**src/rtl/adc_trig_pkg.sv**
```systemverilog
package adc_trig_pkg;
  localparam int REG_W   = 8;
  localparam int SEL_W   = 3;
  localparam int LADJ_B  = 4;
  localparam int STORE_W = 6;
  localparam int N_SRC   = 5;

  typedef enum logic [SEL_W-1:0] {
    SRC_FREE     = 3'd0,
    SRC_CMP      = 3'd1,
    SRC_EXT0     = 3'd2,
    SRC_TC0_CMPA = 3'd3,
    SRC_TC0_OVF  = 3'd4
  } trig_src_e;
endpackage

```
**src/rtl/adc_trig_reg.sv**
```systemverilog
module adc_trig_reg
  import adc_trig_pkg::*;
#(
  parameter int DATA_W = REG_W
) (
  input  logic              clk_i,
  input  logic              rst_ni,
  input  logic              wr_en_i,
  input  logic [DATA_W-1:0] wr_data_i,
  output logic [DATA_W-1:0] rd_data_o,
  output logic [SEL_W-1:0]  sel_o,
  output logic              left_adj_o,
  output logic              fr_switch_o
);
  logic [STORE_W-1:0] store_q;

  always_ff @(posedge clk_i or negedge rst_ni) begin
    if (!rst_ni)      store_q <= '0;
    else if (wr_en_i) store_q <= wr_data_i[STORE_W-1:0];
  end

  assign rd_data_o   = {{(DATA_W-STORE_W){1'b0}}, store_q};
  assign sel_o       = store_q[SEL_W-1:0];
  assign left_adj_o  = store_q[LADJ_B];
  // a write moving the select into free-running mode
  assign fr_switch_o = wr_en_i && (wr_data_i[SEL_W-1:0] == SRC_FREE) && (sel_o != SRC_FREE);

  p_store_r2: assert property (@(posedge clk_i) disable iff (!rst_ni)
    wr_en_i |=> rd_data_o[STORE_W-1:0] == $past(wr_data_i[STORE_W-1:0]));
  p_top_zero_r2: assert property (@(posedge clk_i) disable iff (!rst_ni)
    rd_data_o[DATA_W-1:STORE_W] == '0);
  p_hold_r2: assert property (@(posedge clk_i) disable iff (!rst_ni)
    !wr_en_i |=> $stable(rd_data_o));
endmodule

```
**src/rtl/adc_trig_edge.sv**
```systemverilog
module adc_trig_edge
  import adc_trig_pkg::*;
#(
  parameter int NSRC = N_SRC
) (
  input  logic             clk_i,
  input  logic             rst_ni,
  input  logic [SEL_W-1:0] sel_i,
  input  logic [NSRC-1:0]  flags_i,
  input  logic             fr_switch_i,
  input  logic             gate_i,
  output logic             start_o
);
  logic trig, prev_q;

  always_comb begin
    trig = 1'b0;
    for (int i = 0; i < NSRC; i++)
      if (sel_i == SEL_W'(i)) trig = flags_i[i];
  end

  // forced high on a switch to free running so the switch cannot look like an edge
  always_ff @(posedge clk_i or negedge rst_ni) begin
    if (!rst_ni) prev_q <= 1'b1;
    else         prev_q <= fr_switch_i ? 1'b1 : trig;
  end

  assign start_o = gate_i && trig && !prev_q;

  p_single_r6: assert property (@(posedge clk_i) disable iff (!rst_ni)
    start_o |=> !start_o);
  p_fr_quiet_r8: assert property (@(posedge clk_i) disable iff (!rst_ni)
    fr_switch_i |=> !start_o);
  p_unused_r10: assert property (@(posedge clk_i) disable iff (!rst_ni)
    (sel_i >= SEL_W'(NSRC)) |-> !start_o);
endmodule

```
**src/rtl/adc_trig_sel.sv**
```systemverilog
module adc_trig_sel
  import adc_trig_pkg::*;
#(
  parameter int DATA_W = REG_W
) (
  input  logic              clk_i,
  input  logic              rst_ni,
  input  logic              wr_en_i,
  input  logic [DATA_W-1:0] wr_data_i,
  output logic [DATA_W-1:0] rd_data_o,
  output logic              left_adj_o,
  input  logic              conv_done_i,
  input  logic              cmp_flag_i,
  input  logic              ext0_flag_i,
  input  logic              tc0_cmpa_flag_i,
  input  logic              tc0_ovf_flag_i,
  input  logic              auto_en_i,
  input  logic              adc_en_i,
  output logic              start_o
);
  logic [SEL_W-1:0] sel;
  logic             fr_switch;
  logic [N_SRC-1:0] flags;

  // indexed by select code
  assign flags = {tc0_ovf_flag_i, tc0_cmpa_flag_i, ext0_flag_i, cmp_flag_i, conv_done_i};

  adc_trig_reg #(.DATA_W(DATA_W)) u_reg (
    .clk_i, .rst_ni, .wr_en_i, .wr_data_i, .rd_data_o,
    .sel_o(sel), .left_adj_o, .fr_switch_o(fr_switch)
  );

  adc_trig_edge #(.NSRC(N_SRC)) u_edge (
    .clk_i, .rst_ni, .sel_i(sel), .flags_i(flags),
    .fr_switch_i(fr_switch), .gate_i(auto_en_i && adc_en_i), .start_o
  );

  p_gate_r5: assert property (@(posedge clk_i) disable iff (!rst_ni)
    start_o |-> (auto_en_i && adc_en_i));
  p_ladj_r3: assert property (@(posedge clk_i) disable iff (!rst_ni)
    wr_en_i |=> left_adj_o == $past(wr_data_i[LADJ_B]));
endmodule

```
**config.mk**
```make
export PLATFORM = sky130hd
export DESIGN_NAME = adc_trig_sel
export DESIGN_NICKNAME = d
export VERILOG_FILES = /design/src/rtl/adc_trig_pkg.sv /design/src/rtl/adc_trig_reg.sv /design/src/rtl/adc_trig_edge.sv /design/src/rtl/adc_trig_sel.sv
export SDC_FILE = /design/constraint.sdc
export NUM_CORES = 1
export LEC_CHECK = 0
export CAP_MARGIN = 10
export CORE_AREA = 2 2 39 41
export DETAILED_ROUTE_END_ITERATION = 10
export DIE_AREA = 0 0 41 43
export HOLD_SLACK_MARGIN = 0.08
export PLACE_DENSITY = 0.77
export SLEW_MARGIN = 40
export SYNTH_ARGS = -nofsm -noshare
export SYNTH_HDL_FRONTEND = slang
export SYNTH_HIERARCHICAL = 1
export SYNTH_SLANG_ARGS = --single-unit
```
**constraint.sdc**
```tcl
create_clock -name clk_i -period 2.3 [get_ports clk_i]
set_input_delay 0.23 -clock clk_i [delete_from_list [all_inputs] [get_ports clk_i]]
set_output_delay 0.23 -clock clk_i [all_outputs]
set_load 0.03 [all_outputs]
```
==> summary.txt, run 1 <==
Synthesis
  – Sequential element share of the synthesized area: 41.8%
  – #FFs+latches synth: 7
  – Ys Warns: 6
  – Post-synth EDFFs: 0
  – Post-synth top cells: buf_4, dfrtp_1, mux2_2
  – Syn avg cell area: 12.8 um^2
  – Biggest area consumer among synthesized cells: dfrtp_1
  – Synth Cell Area: 422 um^2
  – Yosys cell types: 17
  – Synthesized instance count: 33
  – Synth area leaders: dfrtp_1, mux2_2, buf_4
  – Synth top area share: 35.6%
  – Asr flop ratio synth: 100%
  – Synth Flop Type: dfrtp_1

Place
  – Port bufs: 23
  – Final HPWL DP: 569 um
  – Routability cong.: 0.645
  – Setup WS pre-CTS: 304 ps
  – Placed cells: 66

Die
  – Die height: 43 um
  – # IOs: 28
  – Core ar.: 1380 um^2
  – Initial core utilization: 30.5%
  – Chip Width: 41 um
  – Rows: 14
  – Die area: 1760 um^2

Critical path
  – Critical path's slowest cell: clkdlybuf4s50_1
  – Register-to-Register Path Depth: 3
  – Startpoint Class: flop
  – Max FO, Critical Path: 6
  – Largest delay contributor family on the critical path: buffers and inverters
  – WP buf/inv: 1
  – Critical-path cell list: and4bb_2 -> a21oi_2 -> a21oi_1 -> clkdlybuf4s50_1
  – WS Path Type: reg -> out
  – Highest cell delay on the worst timing path: 680 ps
  – Reg-to-Reg Start: u_reg/store_q[1]
  – Worst Path Required: 2070 ps
  – Critical Path Stages: 4
  – Worst EP arrival: 1890 ps
  – Endpoint type of the worst setup path: output pin
  – Worst setup path startpoint: u_reg/store_q[1]

Power
  – Sw frac: 28.5%
  – Max IR drop VDD: 0.373 mV
  – Power Density: 586 nW/um^2
  – Total internal power: 271 uW
  – Clk pwr share: 28.6%
  – Sw Pwr: 108 uW
  – Combinational Power Share: 31.5%
  – Pleak: 0.256 nW
  – Register share of total power: 39.9%
  – Pwr Total: 378 uW

Detailed routing
  – Via count: 314
  – Routed WL: 719 um
  – DRC Markers: 0
  – Via-per-instance ratio: 4.49
  – Initial drt markers: 1
  – Drt pass-1 iters: 2
  – WL/cell: 10.3 um
  – Detail Route Antenna Nets: 0

Final layout
  – Number of diodes: 0
  – Finished Layout Cells: 70
  – P&R area growth vs syn: 53.1%
  – Number of fill cells: 137
  – Layout cell share with drive strength beyond 1: 27.8%
  – Layout net count: 73

Clock network
  – Clock Pin Slew Worst Setup and Hold Paths: 50 ps
  – Clk Latency, worst-skew pair: 250 ps
  – CTS Buffer Depth: 2
  – Num CTS Buffers: 3
  – CTS Hold Bufs: 0
  – Cts repair resizes: 0
  – CTS Root Buffer Type: clkbuf_4
  – CTS tree: yes
  – Sinks on Clock Net: 7
  – H-tree depth: 1
  – Post-CTS setup buffer count: 0

STA
  – Setup violators final: 0
  – Pins Over Slew Limit: 0
  – Achievable frequency: 471 MHz
  – Worst Clk Skew: 0.165 ps
  – Final worst-path cycle share: 92.2%
  – Final hold vios: 0
  – Post-Route Setup TNS: 0 ps
  – Final WS setup: 179 ps
  – WHS: 234 ps
  – RSZ-0062 raised after global routing: no
  – Period minus WS final: 2120 ps

GRT
  – Largest net degree at the start of global routing: 8
  – Gr usage total: 11.8%
  – Remaining global-route overflow: 0
  – Vias in the first global route: 327
  – Met3 Use GR: 5.76%
  – Initial antenna violation count: 0
  – GRT met2 Usage: 15.3%
  – Global route hottest layer: met2
  – Routing usage on met1: 13.7%
  – First-pass GRT wire length: 1320 um

Flow run
  – Max-Cap Viols: 0

Min path
  – Hold WC Path Type: in -> async

Status
  – Outcome: finished, final reports clean
==> path summary, 6_finish.rpt <==
check                                    to  slack (ps)
max reg2reg                   u_edge/prev_q        1200
min reg2reg                u_reg/store_q[5]         500
max in group asynchronous     u_edge/prev_q        1790
min                        u_reg/store_q[0]         230
max                                 start_o         180
min in group clk_i         u_reg/store_q[5]         500
==> kinds of logic (layout without fill, tap and decap cells) <==
kind of cell / after synthesis / in the layout / synth area share, %
compound gates: 3 / 3 / 5.64
buf+inv: 7 / 27 / 13.4
flops: 7 / 7 / 41.8
mux: 8 / 8 / 22.3
other cells: 1 / 2 / 0.889
simple gates: 7 / 7 / 16.0
==> cells in the final DEF (no fill, tap or decap), drive strengths merged <==
master         instances
clkdlybuf4s50         23
conb                   2
and2                   1
nand3b                 2
mux2                   8
clkbuf                 4
nand2b                 1
a21oi                  2
nor4b                  1
and4bb                 1
dfstp                  1
dfrtp                  6
o31a                   1
nor2                   1
==> layout make-up <==
type | instances | area, um^2 | area share, %
clock buffers | 4 | 26.3 | 4.07
well taps | 16 | 20.0 | 3.10
repair buffers | 23 | 230 | 35.7
flip-flops and latches | 7 | 176 | 27.3
multi-input cells | 20 | 193 | 29.8
==> worst reg2reg max path, delay by kind of cell, from the launching register on <==
family	cells	cell delay, ps
simple gates	1	100
compound gates	1	140
flops	1	460
mux	1	330
==> state kept, by name, indices dropped and copies added (netlist names) <==
name           count
u_reg/store_q      6
u_edge/prev_q      1
==> routing by layer <==
| metal | vias to the layer above | share of wire [%] | wire length (um) |
|---|---|---|---|
| met2 | 18 | 43 | 306 |
| met1 | 140 | 44 | 313 |
| met5 | - | 0 | 0 |
| met4 | 0 | 3.8 | 27 |
| li1 | 152 | - | - |
| met3 | 4 | 10 | 72 |
==> power by group through the flow <==
stage / clock network (mW) / logic (mW) / registers, mW
2_1_floorplan: 0 / 0.0558 / 0.170
3_3_place_gp: 0 / 0.119 / 0.152
3_5_place_dp: 0 / 0.120 / 0.153
4_1_cts: 0.113 / 0.120 / 0.151
5_1_grt: 0.123 / 0.127 / 0.154
6_report: 0.108 / 0.119 / 0.151
==> metrics by stage <==
stage               utilization, %  area, um^2
floorplan                        -         425
global placement              44.8         619
detailed placement            44.8         619
CTS                           46.7         646
global route                  46.7         646
finish                        46.7         646
Note: power is estimated with default switching activity, not from simulation.
==> run 2: changes to the inputs <==
--- a/config.mk
+++ b/config.mk
@@ -7,10 +7,12 @@
 export LEC_CHECK = 0
 export CAP_MARGIN = 10
 export CORE_AREA = 2 2 39 41
+export CTS_BUF_LIST = sky130_fd_sc_hd__clkbuf_16
 export DETAILED_ROUTE_END_ITERATION = 10
 export DIE_AREA = 0 0 41 43
 export HOLD_SLACK_MARGIN = 0.08
 export PLACE_DENSITY = 0.77
+export SKIP_LAST_GASP = 1
 export SLEW_MARGIN = 40
 export SYNTH_ARGS = -nofsm -noshare
 export SYNTH_HDL_FRONTEND = slang
==> summary.txt, run 2 (synthesized netlist as in run 1, its figures left out) <==
Critical path
  – Worst Path Required: 2070 ps (about the same)
  – Reg-to-Reg Start: u_reg/store_q[1]
  – Startpoint Class: flop
  – Worst EP arrival: 1870 ps (-20 ps)
  – Critical path's slowest cell: clkdlybuf4s50_1
  – Max FO, Critical Path: 6 (unchanged)
  – Largest delay contributor family on the critical path: buffers and inverters
  – Critical-path cell list: and4bb_2 -> a21oi_2 -> a21oi_1 -> clkdlybuf4s50_1
  – WP buf/inv: 1 (unchanged)
  – Critical Path Stages: 4 (unchanged)
  – Register-to-Register Path Depth: 3 (unchanged)
  – WS Path Type: reg -> out
  – Highest cell delay on the worst timing path: 680 ps (about the same)
  – Endpoint type of the worst setup path: output pin
  – Register-to-register setup slack: 1200 ps (about the same)
  – Worst R2R End: u_edge/prev_q

Power
  – Max IR drop VDD: 0.602 mV (+61%)
  – Pwr Total: 557 uW (+47%)
  – Power Density: 798 nW/um^2 (+36%)
  – Pleak: 0.283 nW (+11%)

Detailed routing
  – Drt pass-1 iters: 2 (unchanged)
  – DRC Markers: 0 (unchanged)
  – Initial drt markers: 7 (+6)
  – Detail Route Antenna Nets: 0 (unchanged)
  – Metal-1 WL: 322 um (+2.9%)
  – Max layer used: met3
  – Met3 wire length: 86 um (+19%)
  – Via count: 312 (-0.64%)
  – Routed WL: 745 um (+3.6%)
  – Met2 routed WL: 336 um (+9.8%)
  – Via-per-instance ratio: 4.46 (-0.64%)
  – WL/cell: 10.6 um (+3.6%)

Clock network
  – Post-CTS setup buffer count: 0 (unchanged)
  – CTS Buffer Depth: 2 (unchanged)
  – H-tree depth: 1 (unchanged)
  – CTS Root Buffer Type: clkbuf_16
  – Clock Pin Slew Worst Setup and Hold Paths: 40 ps (about the same)
  – Clk Latency, worst-skew pair: 230 ps (-20 ps)
  – Cts repair resizes: 0 (unchanged)
  – Num CTS Buffers: 3 (unchanged)
  – CTS tree: yes
  – CTS Hold Bufs: 0 (unchanged)
  – Sinks on Clock Net: 7 (unchanged)

Place
  – Final HPWL DP: 569 um (unchanged)
  – Routability cong.: 0.645 (unchanged)
  – Placed cells: 66 (unchanged)
  – Port bufs: 23 (unchanged)

Final layout
  – Top flop regs: u_reg/store_q: 6 flops, u_edge/prev_q: 1 flops
  – Top reg by flops: u_reg/store_q
  – Finished Layout Cells: 70 (unchanged)
  – FF+latch area: 176 um^2 (unchanged)
  – Commonest non-fill, non-tap cell in the layout: clkdlybuf4s50_1
  – Most frequent cells in the layout: clkdlybuf4s50_1, mux2_2, dfrtp_1, clkbuf_16
  – Multi-input logic area: 193 um^2 (unchanged)
  – P&R area growth vs syn: 65.6%
  – Number of diodes: 0 (unchanged)
  – Layout cell share with drive strength beyond 1: 27.8% (unchanged)
  – Max reg flops: 6 (unchanged)
  – Number of fill cells: 132 (-3.6%)
  – Layout net count: 73 (unchanged)

Die
  – Initial core utilization: 30.5% (unchanged)
  – # IOs: 28 (unchanged)
  – Die area: 1760 um^2 (unchanged)
  – Rows: 14 (unchanged)
  – Core ar.: 1380 um^2 (unchanged)
  – Die height: 43 um (unchanged)
  – Chip Width: 41 um (unchanged)

GRT
  – Largest net degree at the start of global routing: 8 (unchanged)
  – Vias in the first global route: 332 (+1.5%)
  – First-pass GRT wire length: 1370 um (+4.3%)
  – Gr usage total: 12.3% (+0.51 points)
  – Initial antenna violation count: 0 (unchanged)
  – Remaining global-route overflow: 0 (unchanged)

STA
  – Achievable frequency: 477 MHz (+1.1%)
  – Worst Clk Skew: 0.0925 ps (-0.0724 ps)
  – Final worst-path cycle share: 91.2% (-1.0 points)
  – Post-Route Setup TNS: 0 ps (unchanged)
  – Final hold vios: 0 (unchanged)
  – Period minus WS final: 2100 ps (-24.0 ps)
  – Pins Over Slew Limit: 0 (unchanged)
  – Setup violators final: 0 (unchanged)
  – RSZ-0062 raised after global routing: no

Min path
  – Hold WC Path Type: in -> async

Status
  – Outcome: finished, final reports clean

Flow run
  – Max-Cap Viols: 0 (unchanged)
## run 2: cell types whose count changed in the layout (fill, tap and decap cells not counted)
cell,before,now
clkbuf_1,1,0
clkbuf_4,3,0
clkbuf_16,0,3
inv_1,0,1
## run 2: where the power goes
group | internal (mW) | switching (mW) | leakage, nW
clock | 0.226 | 0.0611 | 0.0423
sequential | 0.139 | 0.0121 | 0.0806
combinational | 0.0656 | 0.0535 | 0.160
total | 0.431 | 0.127 | 0.283
## run 2: worst max path at each step
stage / startpoint / to / slack (ps)
global route: u_reg/store_q[1] / start_o / 70
CTS: u_reg/store_q[1] / start_o / 190
detailed placement: tc0_ovf_flag_i / start_o / 300
global placement: tc0_ovf_flag_i / start_o / 290
floorplan: u_reg/store_q[1] / start_o / 560
finish: u_reg/store_q[1] / start_o / 200
## run 2: worst reg2reg max path: cells and delay by family (launching register included)
family | cells | cell delay [ps]
AND/OR/NAND/NOR | 1 | 100
AO/OA/AOI/OAI | 1 | 140
flip-flops | 1 | 450
multiplexers | 1 | 330
## run 2: layout make-up
| class | instances | share of cell area (%) |
|---|---|---|
| Tap cell | 16 | 2.87 |
| Multi-Input combinational cell | 20 | 27.6 |
| Clock inverter | 1 | 0.538 |
| Sequential cell | 7 | 25.3 |
| Clock buffer | 3 | 10.8 |
| Timing Repair Buffer | 23 | 33.0 |
## run 2: per-stage QoR
step / instance area, um^2 / util [%] / worst slack [ps] / hold WS, ps
2_1_floorplan: 425 / - / 555 / -65.6
3_3_place_gp: 619 / 44.8 / 292 / 491
3_5_place_dp: 619 / 44.8 / 304 / 496
4_1_cts: 698 / 50.5 / 194 / 262
5_1_grt: 698 / 50.5 / 73.7 / 288
6_report: 698 / 50.5 / 203 / 255
## run 2: layer usage
layer	track usage [%]	up-vias
met5	0	-
li1	-	149
met1	14.0	145
met4	4.00	0
met2	16.6	18
met3	10.5	0
==> run 3: changes to the inputs <==
==> constraint.sdc (replaced) <==
create_clock -name clk_i -period 2.3 [get_ports clk_i]
set_input_delay 0.23 -clock clk_i [delete_from_list [all_inputs] [get_ports clk_i]]
set_output_delay 0.23 -clock clk_i [all_outputs]
set_load 0.005 [all_outputs]
==> summary.txt, run 3 (synthesized netlist as in run 1, its figures left out) <==
Status
  – Outcome: finished, final reports clean

Detailed routing
  – Detail Route Antenna Nets: 0 (unchanged)
  – DRC Markers: 0 (unchanged)
  – WL/cell: 10.6 um (unchanged)
  – Drt pass-1 iters: 2 (unchanged)
  – Via-per-instance ratio: 4.53 (+1.6%)
  – Initial drt markers: 6 (-1)
  – Routed WL: 745 um (unchanged)
  – Via count: 317 (+1.6%)

STA
  – Final hold vios: 0 (unchanged)
  – Pins Over Slew Limit: 0 (unchanged)
  – Worst Clk Skew: 0.0926 ps (+0.0000555 ps)
  – Final worst-path cycle share: 83.6% (-7.6 points)
  – Achievable frequency: 520 MHz (+9.1%)
  – Setup violators final: 0 (unchanged)
  – WHS: 255 ps (-0.278 ps)
  – Period minus WS final: 1920 ps (-175 ps)
  – RSZ-0062 raised after global routing: no
  – Post-Route Setup TNS: 0 ps (unchanged)

Final layout
  – Fin area: 698 um^2 (unchanged)
  – Most frequent cells in the layout: clkdlybuf4s50_1, mux2_2, dfrtp_1, clkbuf_16
  – Layout net count: 73 (unchanged)
  – Layout cell share with drive strength beyond 1: 27.8% (unchanged)
  – P&R area growth vs syn: 65.6% (unchanged)
  – Max reg flops: 6 (unchanged)
  – Number of diodes: 0 (unchanged)
  – Top reg by flops: u_reg/store_q
  – Number of fill cells: 136 (+3.0%)
  – Top flop regs: u_reg/store_q: 6 flops, u_edge/prev_q: 1 flops
  – Commonest non-fill, non-tap cell in the layout: clkdlybuf4s50_1

Power
  – Pleak: 0.283 nW (unchanged)
  – Power Density: 756 nW/um^2 (-5.4%)
  – Max IR drop VDD: 0.575 mV (-4.5%)
  – Pwr Total: 528 uW (-5.4%)

Clock network
  – Post-CTS setup buffer count: 0 (unchanged)
  – Sinks on Clock Net: 7 (unchanged)
  – Clk Latency, worst-skew pair: 230 ps (about the same)
  – CTS tree: yes
  – Num CTS Buffers: 3 (unchanged)
  – H-tree depth: 1 (unchanged)
  – Clock Pin Slew Worst Setup and Hold Paths: 40 ps (about the same)
  – CTS Buffer Depth: 2 (unchanged)
  – Cts repair resizes: 0 (unchanged)
  – CTS Hold Bufs: 0 (unchanged)
  – CTS Root Buffer Type: clkbuf_16

Flow run
  – Max-Cap Viols: 0 (unchanged)

Place
  – Placed instance area: 619 um^2 (unchanged)
  – Routability cong.: 0.645 (about the same)
  – Final HPWL DP: 576 um (+1.3%)
  – Port bufs: 23 (unchanged)

GRT
  – Initial antenna violation count: 0 (unchanged)
  – Largest net degree at the start of global routing: 8 (unchanged)
  – First-pass GRT wire length: 1400 um (+2.0%)
  – Vias in the first global route: 352 (+6.0%)
  – Remaining global-route overflow: 0 (unchanged)
  – Gr usage total: 12.4% (+0.10 points)

Critical path
  – Register-to-register setup slack: 1200 ps (about the same)
  – Critical-path cell list: and4bb_2 -> a21oi_2 -> a21oi_1 -> clkdlybuf4s50_1
  – Max FO, Critical Path: 6 (unchanged)
  – Endpoint type of the worst setup path: output pin
  – Worst EP arrival: 1690 ps (-180 ps)
  – Startpoint Class: flop
  – Worst Path Required: 2070 ps (about the same)
  – WS Path Type: reg -> out
  – Highest cell delay on the worst timing path: 510 ps (-170 ps)
  – Critical path's slowest cell: clkdlybuf4s50_1

Die
  – # IOs: 28 (unchanged)
  – Initial core utilization: 30.5% (unchanged)
  – Chip Width: 41 um (unchanged)
  – Die area: 1760 um^2 (unchanged)
  – Rows: 14 (unchanged)
  – Core ar.: 1380 um^2 (unchanged)
  – Die height: 43 um (unchanged)

Min path
  – Hold WC Path Type: in -> async
==> run 3: layout make-up <==
type                            instances  area [um^2]  share of cell area [%]
Multi-Input combinational cell         20          193                    27.6
Clock buffer                            3         75.1                    10.8
Timing Repair Buffer                   23          230                    33.0
Sequential cell                         7          176                    25.3
Tap cell                               16         20.0                    2.87
Clock inverter                          1         3.75                   0.538
==> run 3: stage by stage <==
step,cells,setup slack (ps),utilization [%]
finish,70,378,50.5
global route,70,239,50.5
CTS,70,363,50.5
detailed placement,66,473,44.8
global placement,66,462,44.8
floorplan,34,1040,-
==> run 3: metal layers <==
| metal | share of wire, % | vias to the layer above | global-route usage (%) |
|---|---|---|---|
| met5 | 0 | - | 0 |
| met4 | 0 | 0 | 4.00 |
| met3 | 11 | 0 | 10.5 |
| met2 | 46 | 18 | 17.8 |
| met1 | 43 | 151 | 13.0 |
| li1 | - | 148 | - |
==> run 3: final timing paths <==
path	startpoint	to	cells past startpoint
min in group clk_i	u_reg/store_q[5]	u_reg/store_q[5]	1
min reg2reg	u_reg/store_q[5]	u_reg/store_q[5]	1
max reg2reg	u_reg/store_q[1]	u_edge/prev_q	3
min	rst_ni	u_reg/store_q[0]	1
max	u_reg/store_q[1]	start_o	4
max in group asynchronous	rst_ni	u_edge/prev_q	1
==> run 3: critical path, delay by kind of cell (launching register included) <==
| kind | cells | cell delay, ps |
|---|---|---|
| flip-flops | 1 | 440 |
| AND/OR/NAND/NOR | 1 | 330 |
| buffers and inverters | 1 | 510 |
| AO/OA/AOI/OAI | 2 | 180 |
==> run 3: power by group <==
part	switching, mW	leakage [nW]	internal (mW)
Sequential	0.0121	0.0806	0.139
Combinational	0.0239	0.160	0.0653
Clock	0.0612	0.0423	0.226
